## src/rtl/tsi_pkg.sv

```systemverilog
package tsi_pkg;
  typedef logic [1:0] bank_t;

  localparam int CM_W    = 32;
  localparam int FN_LSB  = 29;
  localparam int SRC_LSB = 8;

  localparam logic [2:0] FN_MSG   = 3'b010;
  localparam logic [2:0] FN_FAST  = 3'b011;
  localparam logic [2:0] FN_ALIGN = 3'b100;

  // Next bank in rotation 0 -> 1 -> 2 -> 0
  function automatic bank_t bank_next(bank_t b);
    return (b == 2'd2) ? 2'd0 : bank_t'(b + 2'd1);
  endfunction

  // Bank written k frames before bank b (k = 1 or 2)
  function automatic bank_t bank_back(bank_t b, int k);
    return (k == 2) ? bank_next(b) : bank_next(bank_next(b));
  endfunction

  function automatic logic fn_switched(logic [2:0] fn);
    return (fn == FN_FAST) || (fn == FN_ALIGN);
  endfunction

  // Read bank for a switched slot
  function automatic bank_t pick_bank(bank_t wr, logic [2:0] fn, logic src_earlier);
    if (fn == FN_ALIGN) return bank_back(wr, 2);
    return src_earlier ? wr : bank_back(wr, 1);
  endfunction
endpackage

```

## src/rtl/tsi_frame_timer.sv

```systemverilog
module tsi_frame_timer
  import tsi_pkg::*;
#(
  parameter int NCH = 32,
  localparam int CHW = $clog2(NCH)
) (
  input  logic           clk,
  input  logic           rst_n,
  input  logic           frame_start,
  output logic           running,
  output logic [CHW-1:0] slot,
  output bank_t          wr_bank
);
  localparam logic [CHW-1:0] LAST = CHW'(NCH - 1);

  logic           run_q;
  logic [CHW-1:0] slot_q;
  bank_t          bank_q;

  assign running = run_q | frame_start;

  always_comb begin
    if (frame_start)      slot = '0;
    else if (!run_q)      slot = '0;
    else if (slot_q == LAST) slot = '0;
    else                  slot = slot_q + 1'b1;
  end

  assign wr_bank = frame_start ? bank_next(bank_q) : bank_q;

  always_ff @(posedge clk or negedge rst_n) begin
    if (!rst_n) begin
      run_q  <= 1'b0;
      slot_q <= '0;
      bank_q <= '0;
    end else begin
      run_q  <= running;
      slot_q <= slot;
      bank_q <= wr_bank;
    end
  end
endmodule

```

## src/rtl/tsi_data_mem.sv

```systemverilog
module tsi_data_mem
  import tsi_pkg::*;
#(
  parameter int NCH    = 32,
  parameter int DATA_W = 8,
  localparam int CHW   = $clog2(NCH),
  localparam int NBANK = 3
) (
  input  logic              clk,
  input  logic              rst_n,
  input  logic              we,
  input  bank_t             wbank,
  input  logic [CHW-1:0]    waddr,
  input  logic [DATA_W-1:0] wdata,
  input  bank_t             rbank,
  input  logic [CHW-1:0]    raddr,
  output logic [DATA_W-1:0] rdata
);
  logic [DATA_W-1:0] bank_rd [NBANK];
  logic              raddr_ok;

  assign raddr_ok = (32'(raddr) < NCH);

  for (genvar b = 0; b < NBANK; b++) begin : g_bank
    logic [DATA_W-1:0] cells [NCH];

    always_ff @(posedge clk or negedge rst_n) begin
      if (!rst_n) begin
        for (int i = 0; i < NCH; i++) cells[i] <= '0;
      end else if (we && (wbank == bank_t'(b))) begin
        cells[waddr] <= wdata;
      end
    end

    assign bank_rd[b] = raddr_ok ? cells[raddr] : '0;
  end

  always_comb begin
    case (rbank)
      2'd0:    rdata = bank_rd[0];
      2'd1:    rdata = bank_rd[1];
      default: rdata = bank_rd[2];
    endcase
  end
endmodule

```

## src/rtl/tsi_conn_mem.sv

```systemverilog
module tsi_conn_mem
  import tsi_pkg::*;
#(
  parameter int NCH    = 32,
  parameter int DATA_W = 8,
  localparam int CHW   = $clog2(NCH)
) (
  input  logic              clk,
  input  logic              rst_n,
  input  logic              cm_wr,
  input  logic [CHW-1:0]    cm_addr,
  input  logic [CM_W-1:0]   cm_wdata,
  input  logic [CHW-1:0]    rd_slot,
  output logic [2:0]        rd_fn,
  output logic [CHW-1:0]    rd_src,
  output logic [DATA_W-1:0] rd_msg
);
  logic [2:0]        fn_q  [NCH];
  logic [CHW-1:0]    src_q [NCH];
  logic [DATA_W-1:0] msg_q [NCH];
  logic              unused_bits;

  assign unused_bits = ^cm_wdata[FN_LSB-1:SRC_LSB+CHW];

  always_ff @(posedge clk or negedge rst_n) begin
    if (!rst_n) begin
      for (int i = 0; i < NCH; i++) begin
        fn_q[i]  <= '0;
        src_q[i] <= '0;
        msg_q[i] <= '0;
      end
    end else if (cm_wr && (32'(cm_addr) < NCH)) begin
      fn_q[cm_addr]  <= cm_wdata[FN_LSB +: 3];
      src_q[cm_addr] <= cm_wdata[SRC_LSB +: CHW];
      msg_q[cm_addr] <= cm_wdata[DATA_W-1:0];
    end
  end

  assign rd_fn  = fn_q[rd_slot];
  assign rd_src = src_q[rd_slot];
  assign rd_msg = msg_q[rd_slot];
endmodule

```

## src/rtl/tsi_switch_core.sv

```systemverilog
module tsi_switch_core
  import tsi_pkg::*;
#(
  parameter int NCH    = 32,
  parameter int DATA_W = 8,
  localparam int CHW   = $clog2(NCH)
) (
  input  logic              clk,
  input  logic              rst_n,
  input  logic              frame_start,
  input  logic [DATA_W-1:0] in_data,
  input  logic              cm_wr,
  input  logic [CHW-1:0]    cm_addr,
  input  logic [31:0]       cm_wdata,
  output logic [DATA_W-1:0] out_data,
  output logic              out_en
);
  logic              running;
  logic [CHW-1:0]    slot;
  bank_t             wr_bank;
  bank_t             rd_bank;
  logic [2:0]        cm_fn;
  logic [CHW-1:0]    cm_src;
  logic [DATA_W-1:0] cm_msg;
  logic [DATA_W-1:0] mem_rd;
  logic              src_earlier;
  logic [DATA_W-1:0] nxt_data;
  logic              nxt_en;

  tsi_frame_timer #(.NCH(NCH)) u_timer (
    .clk(clk), .rst_n(rst_n), .frame_start(frame_start),
    .running(running), .slot(slot), .wr_bank(wr_bank)
  );

  tsi_conn_mem #(.NCH(NCH), .DATA_W(DATA_W)) u_cmem (
    .clk(clk), .rst_n(rst_n), .cm_wr(cm_wr), .cm_addr(cm_addr),
    .cm_wdata(cm_wdata), .rd_slot(slot),
    .rd_fn(cm_fn), .rd_src(cm_src), .rd_msg(cm_msg)
  );

  assign src_earlier = (cm_src < slot);
  assign rd_bank     = pick_bank(wr_bank, cm_fn, src_earlier);

  tsi_data_mem #(.NCH(NCH), .DATA_W(DATA_W)) u_dmem (
    .clk(clk), .rst_n(rst_n), .we(running), .wbank(wr_bank),
    .waddr(slot), .wdata(in_data),
    .rbank(rd_bank), .raddr(cm_src), .rdata(mem_rd)
  );

  always_comb begin
    nxt_data = '1;
    nxt_en   = 1'b0;
    if (running) begin
      if (cm_fn == FN_MSG) begin
        nxt_data = cm_msg;
        nxt_en   = 1'b1;
      end else if (fn_switched(cm_fn)) begin
        nxt_data = mem_rd;
        nxt_en   = 1'b1;
      end
    end
  end

  always_ff @(posedge clk or negedge rst_n) begin
    if (!rst_n) begin
      out_data <= '1;
      out_en   <= 1'b0;
    end else begin
      out_data <= nxt_data;
      out_en   <= nxt_en;
    end
  end
endmodule

```

## config.mk

```make
export PLATFORM = sky130hd
export DESIGN_NAME = tsi_switch_core
export DESIGN_NICKNAME = d
export VERILOG_FILES = /design/src/rtl/tsi_pkg.sv /design/src/rtl/tsi_frame_timer.sv /design/src/rtl/tsi_data_mem.sv /design/src/rtl/tsi_conn_mem.sv /design/src/rtl/tsi_switch_core.sv
export SDC_FILE = /design/constraint.sdc
export NUM_CORES = 2
export LEC_CHECK = 0
export BUFFER_PORTS_ARGS = -buffer_cell sky130_fd_sc_hd__clkbuf_2
export CAP_MARGIN = 40
export CORE_UTILIZATION = 45
export CTS_CLUSTER_DIAMETER = 60
export DETAILED_ROUTE_END_ITERATION = 8
export HOLD_SLACK_MARGIN = 0.03
export SLEW_MARGIN = 20
export SYNTH_ARGS = -nofsm -noshare
export SYNTH_HDL_FRONTEND = slang
export SYNTH_SLANG_ARGS = --single-unit
```

## constraint.sdc

```tcl
create_clock -name clk -period 5.1 [get_ports clk]
set_clock_uncertainty 0.15 [all_clocks]
set_input_delay 1.02 -clock clk [delete_from_list [all_inputs] [get_ports clk]]
set_output_delay 1.02 -clock clk [all_outputs]
set_load 0.02 [all_outputs]
```

==> reports/results.tsv <==
stage	metric	value	unit
global_route	grt_pass1_wl	267	mm
timing	worst_pin_slew	1.08	ns
synthesis	synth_area_leaders	dfrtp_1 54%, mux2_2 24%, nand2_1 3.8%, mux2i_1 2.4%, a22oi_1 2.1%	
timing	slew_headroom	0.281	
cells_and_area	synthToLayoutAreaGrowth	17.9	%
timing	setup_viol	0	
global_route	antenna_found_initial	7	
power	swShare	0.289	
worst_setup_path	critPathCaptureType	flop	
worst_setup_path	cp-start-kind	flop	
clock_tree	cts-buffers-inserted	144	
synthesis	synth-edff-count	0	
power	powerDensity	419	nW/um2
clock_tree	cts_max_path_buffers	3	
power	power_switching	8.46	mW
floorplanning	fp.dieW	365	um
synthesis	synth_warnings	0	
cells_and_area	postLayoutCellArea	69800	um2
floorplanning	die_h	365	um
detailed_routing	route.vias.total	41200	
synthesis	synthTopCellsByCount	1289 x dfrtp_1, 1278 x mux2_2, 597 x nand2_1	
cells_and_area	fill_cells	11100	
hold_path	hp-class	primary input to asynchronous set/reset pin	
clock_tree	cts.clk_slew.worst_paths	0.06	ns
detailed_routing	wl_per_cell	25.4	um
global_route	grt_max_degree	146	
cells_and_area	post-route-util	0.537	
synthesis	yosysMostFrequentCell	dfrtp_1	
clock_tree	clock_sinks	1297	
global_route	grtUsageTotal	0.268	
detailed_routing	drtPass1Iterations	6	
worst_setup_path	critical_path_class	flop to flop	
floorplanning	rows	132	
place	place_hpwl	113	mm
floorplanning	io_pins	58	
power	p_leak	31.7	nW
detailed_routing	antenna_left	0	
synthesis	synthFlopType	dfrtp_1	
run	cap_violations	0	
clock_tree	root_buffer	clkbuf_16	
timing	fmax	200	MHz
synthesis	syn_area	59200	um2
synthesis	syn_area_per_cell	12.3	um2
timing	hold_violations	0	
synthesis	yosysUniqueCellTypes	76	
detailed_routing	drc	0	
global_route	grt_pass1_vias	41400	
synthesis	ys_ff_latch	1297	
place	finalWeightedCongestion	0.876	
power	p_clk_frac	0.357	
power	sequentialPowerShare	0.427	
detailed_routing	drt_iter0_drc	3754	
synthesis	synth_top_area_share	0.545	
clock_tree	cts_tree	yes	
floorplanning	start_util	0.455	
global_route	gr-total-overflow	0	
synthesis	synth_fp_nets	4866	
synthesis	syn_inst	4812	
worst_setup_path	worst-path-max-fanout	8	
timing	slew_viol_final	0	
place	portBuffers	41	
power	peakVddDrop	409	uV
floorplanning	dieArea	133000	um2
place	placed_cell_area	64600	um2
cells_and_area	post_route_cells_drive_above_1_share	0.405	
outcome	status	complete, no violations	
synthesis	seq_area_frac_synth	0.549	
power	p_int	20.8	mW
cells_and_area	nets	5117	
power	pwr-share-comb	0.216	
detailed_routing	vias_per_cell	5.96	
worst_setup_path	critical_path_required	5.66	ns
clock_tree	cts_max_level	4	
detailed_routing	wirelength	176	mm
worst_setup_path	arrival	5.54	ns
timing	fin_crit_sh	0.978	
synthesis	async_flop_share	1.00	
clock_tree	clk_latency	0.77	ns
timing	min_period	4.99	ns
power	finalPower	29.2	mW
floorplanning	coreArea	130000	um2
synthesis	yosys.area.top_type	dfrtp_1	
timing	fin_hold_ws	0.178	ns
==> sequential cells by signal, indices dropped and copies added (netlist names) <==
register,count
u_timer.slot_q,5
out_data,8
u_cmem.src_q,160
u_timer.bank_q,2
u_timer.run_q,1
u_cmem.fn_q,96
u_dmem.g_bank.cells,768
u_cmem.msg_q,256
out_en,1
==> worst max-delay path, stage by stage (launching register included) <==
cell       delay (ns)
dfrtp_1          0.38
ha_1             0.21
and3_4           0.19
ha_4             0.18
o21bai_2         0.18
buf_4            0.19
a21oi_1          0.11
nor4_2           0.33
buf_4            0.17
o22ai_1          0.07
or4_4            0.60
inv_2            0.09
ha_1             0.22
or2_2            0.30
o2111a_1         0.19
nor2_2           0.15
buf_4            0.15
o2bb2ai_2        0.13
a211oi_4         0.13
or4_4            0.60
a31oi_4          0.19
==> worst paths after layout <==
kind | start | to | slack [ns] | cells after the start
worst max-delay path | u_timer.slot_q[0]$_DFF_PN0_ | out_data[2]$_DFF_PN1_ | 0.11 | 20
worst min-delay path | rst_n | u_cmem.msg_q[81]$_DFFE_PN0P_ | 0.18 | 1
worst max register to register | u_timer.slot_q[0]$_DFF_PN0_ | out_data[2]$_DFF_PN1_ | 0.11 | 20
worst min register to register | u_dmem.g_bank[0].cells[236]$_DFFE_PN0P_ | u_dmem.g_bank[0].cells[236]$_DFFE_PN0P_ | 0.35 | 1
max in group asynchronous | rst_n | u_cmem.src_q[112]$_DFFE_PN0P_ | 3.41 | 2
min in group clk | u_dmem.g_bank[0].cells[236]$_DFFE_PN0P_ | u_dmem.g_bank[0].cells[236]$_DFFE_PN0P_ | 0.35 | 1
==> timing repair <==
item / 4_1_cts / 5_1_grt
setup buffers: 1 / 2
hold buffers: 0 / 0
setup endpoints to repair: 8 / 8
endpoints found under the hold margin: 0 / 0
gates resized for setup: 19 / 42
cloned: 0 / 1
pin swaps: 5 / 26
==> final cells by class <==
cell class | count | area [um2] | share of cell area
multi-input combinational | 3121 | 25500 | 0.365
inverter | 12 | 47.5 | 0.000681
sequential | 1297 | 32500 | 0.465
tap | 1742 | 2180 | 0.0312
timing repair buffer | 487 | 4870 | 0.0698
antenna | 2 | 5.00 | 0.0000717
clock buffer | 208 | 4200 | 0.0602
clock inverter | 50 | 523 | 0.00750
==> layer usage <==
layer | track usage | share of wire
met1 | 0.394 | 0.46
met2 | 0.401 | 0.45
met3 | 0.0399 | 0.057
met4 | 0.0937 | 0.032
met5 | 0 | 0.00012
==> power by group through the flow <==
stage / clock network [mW] / registers, mW / logic [mW]
after detailed placement: 0 / 12.6 / 6.14
after CTS: 10.6 / 12.4 / 6.20
after global placement: 0 / 12.5 / 6.04
after floorplan: 0 / 12.4 / 3.50
final: 10.4 / 12.5 / 6.31
after global routing: 11.0 / 12.6 / 6.74
==> placed cells by master, fill, tap and decap left out, drive strengths merged, types with 7 or more instances in the layout <==
master	count
a211oi	7
a21oi	106
a221oi	12
a22oi	163
a31oi	56
a32o	14
a32oi	79
and2	8
and3	14
buf	454
bufinv	9
clkbuf	241
clkinv	31
dfrtp	1289
dfstp	8
inv	18
mux2	1278
mux2i	144
nand2	597
nand2b	7
nand3	173
nand3b	10
nand4	26
nand4b	10
nor2	115
nor3	64
nor4	36
o21ai	33
o22ai	63
or2	9
or4	16
==> cells by family after synthesis <==
group                      count (synthesis)  synth area share
xor gates and xnor gates                   4          0.000846
AOI/OAI and AO/OA                        575            0.0688
buffers and inverters                    394            0.0282
DFF                                     1297             0.549
muxes                                   1422             0.268
and+or+nand+nor                         1115            0.0850
adders and majority gates                  5           0.00106
==> per-stage QoR <==
| stage | worst slack [ns] | TNS, ns | instances |
|---|---|---|---|
| final | 0.112 | 0 | 6919 |
| after global routing | -0.0348 | -0.112 | 6918 |
| after CTS | 0.00268 | 0 | 6908 |
| after detailed placement | -0.463 | -3.52 | 6649 |
| after global placement | -0.484 | -3.54 | 6632 |
| after floorplan | 0.198 | 0 | 4812 |
Note: power is estimated with default switching activity, not from simulation.
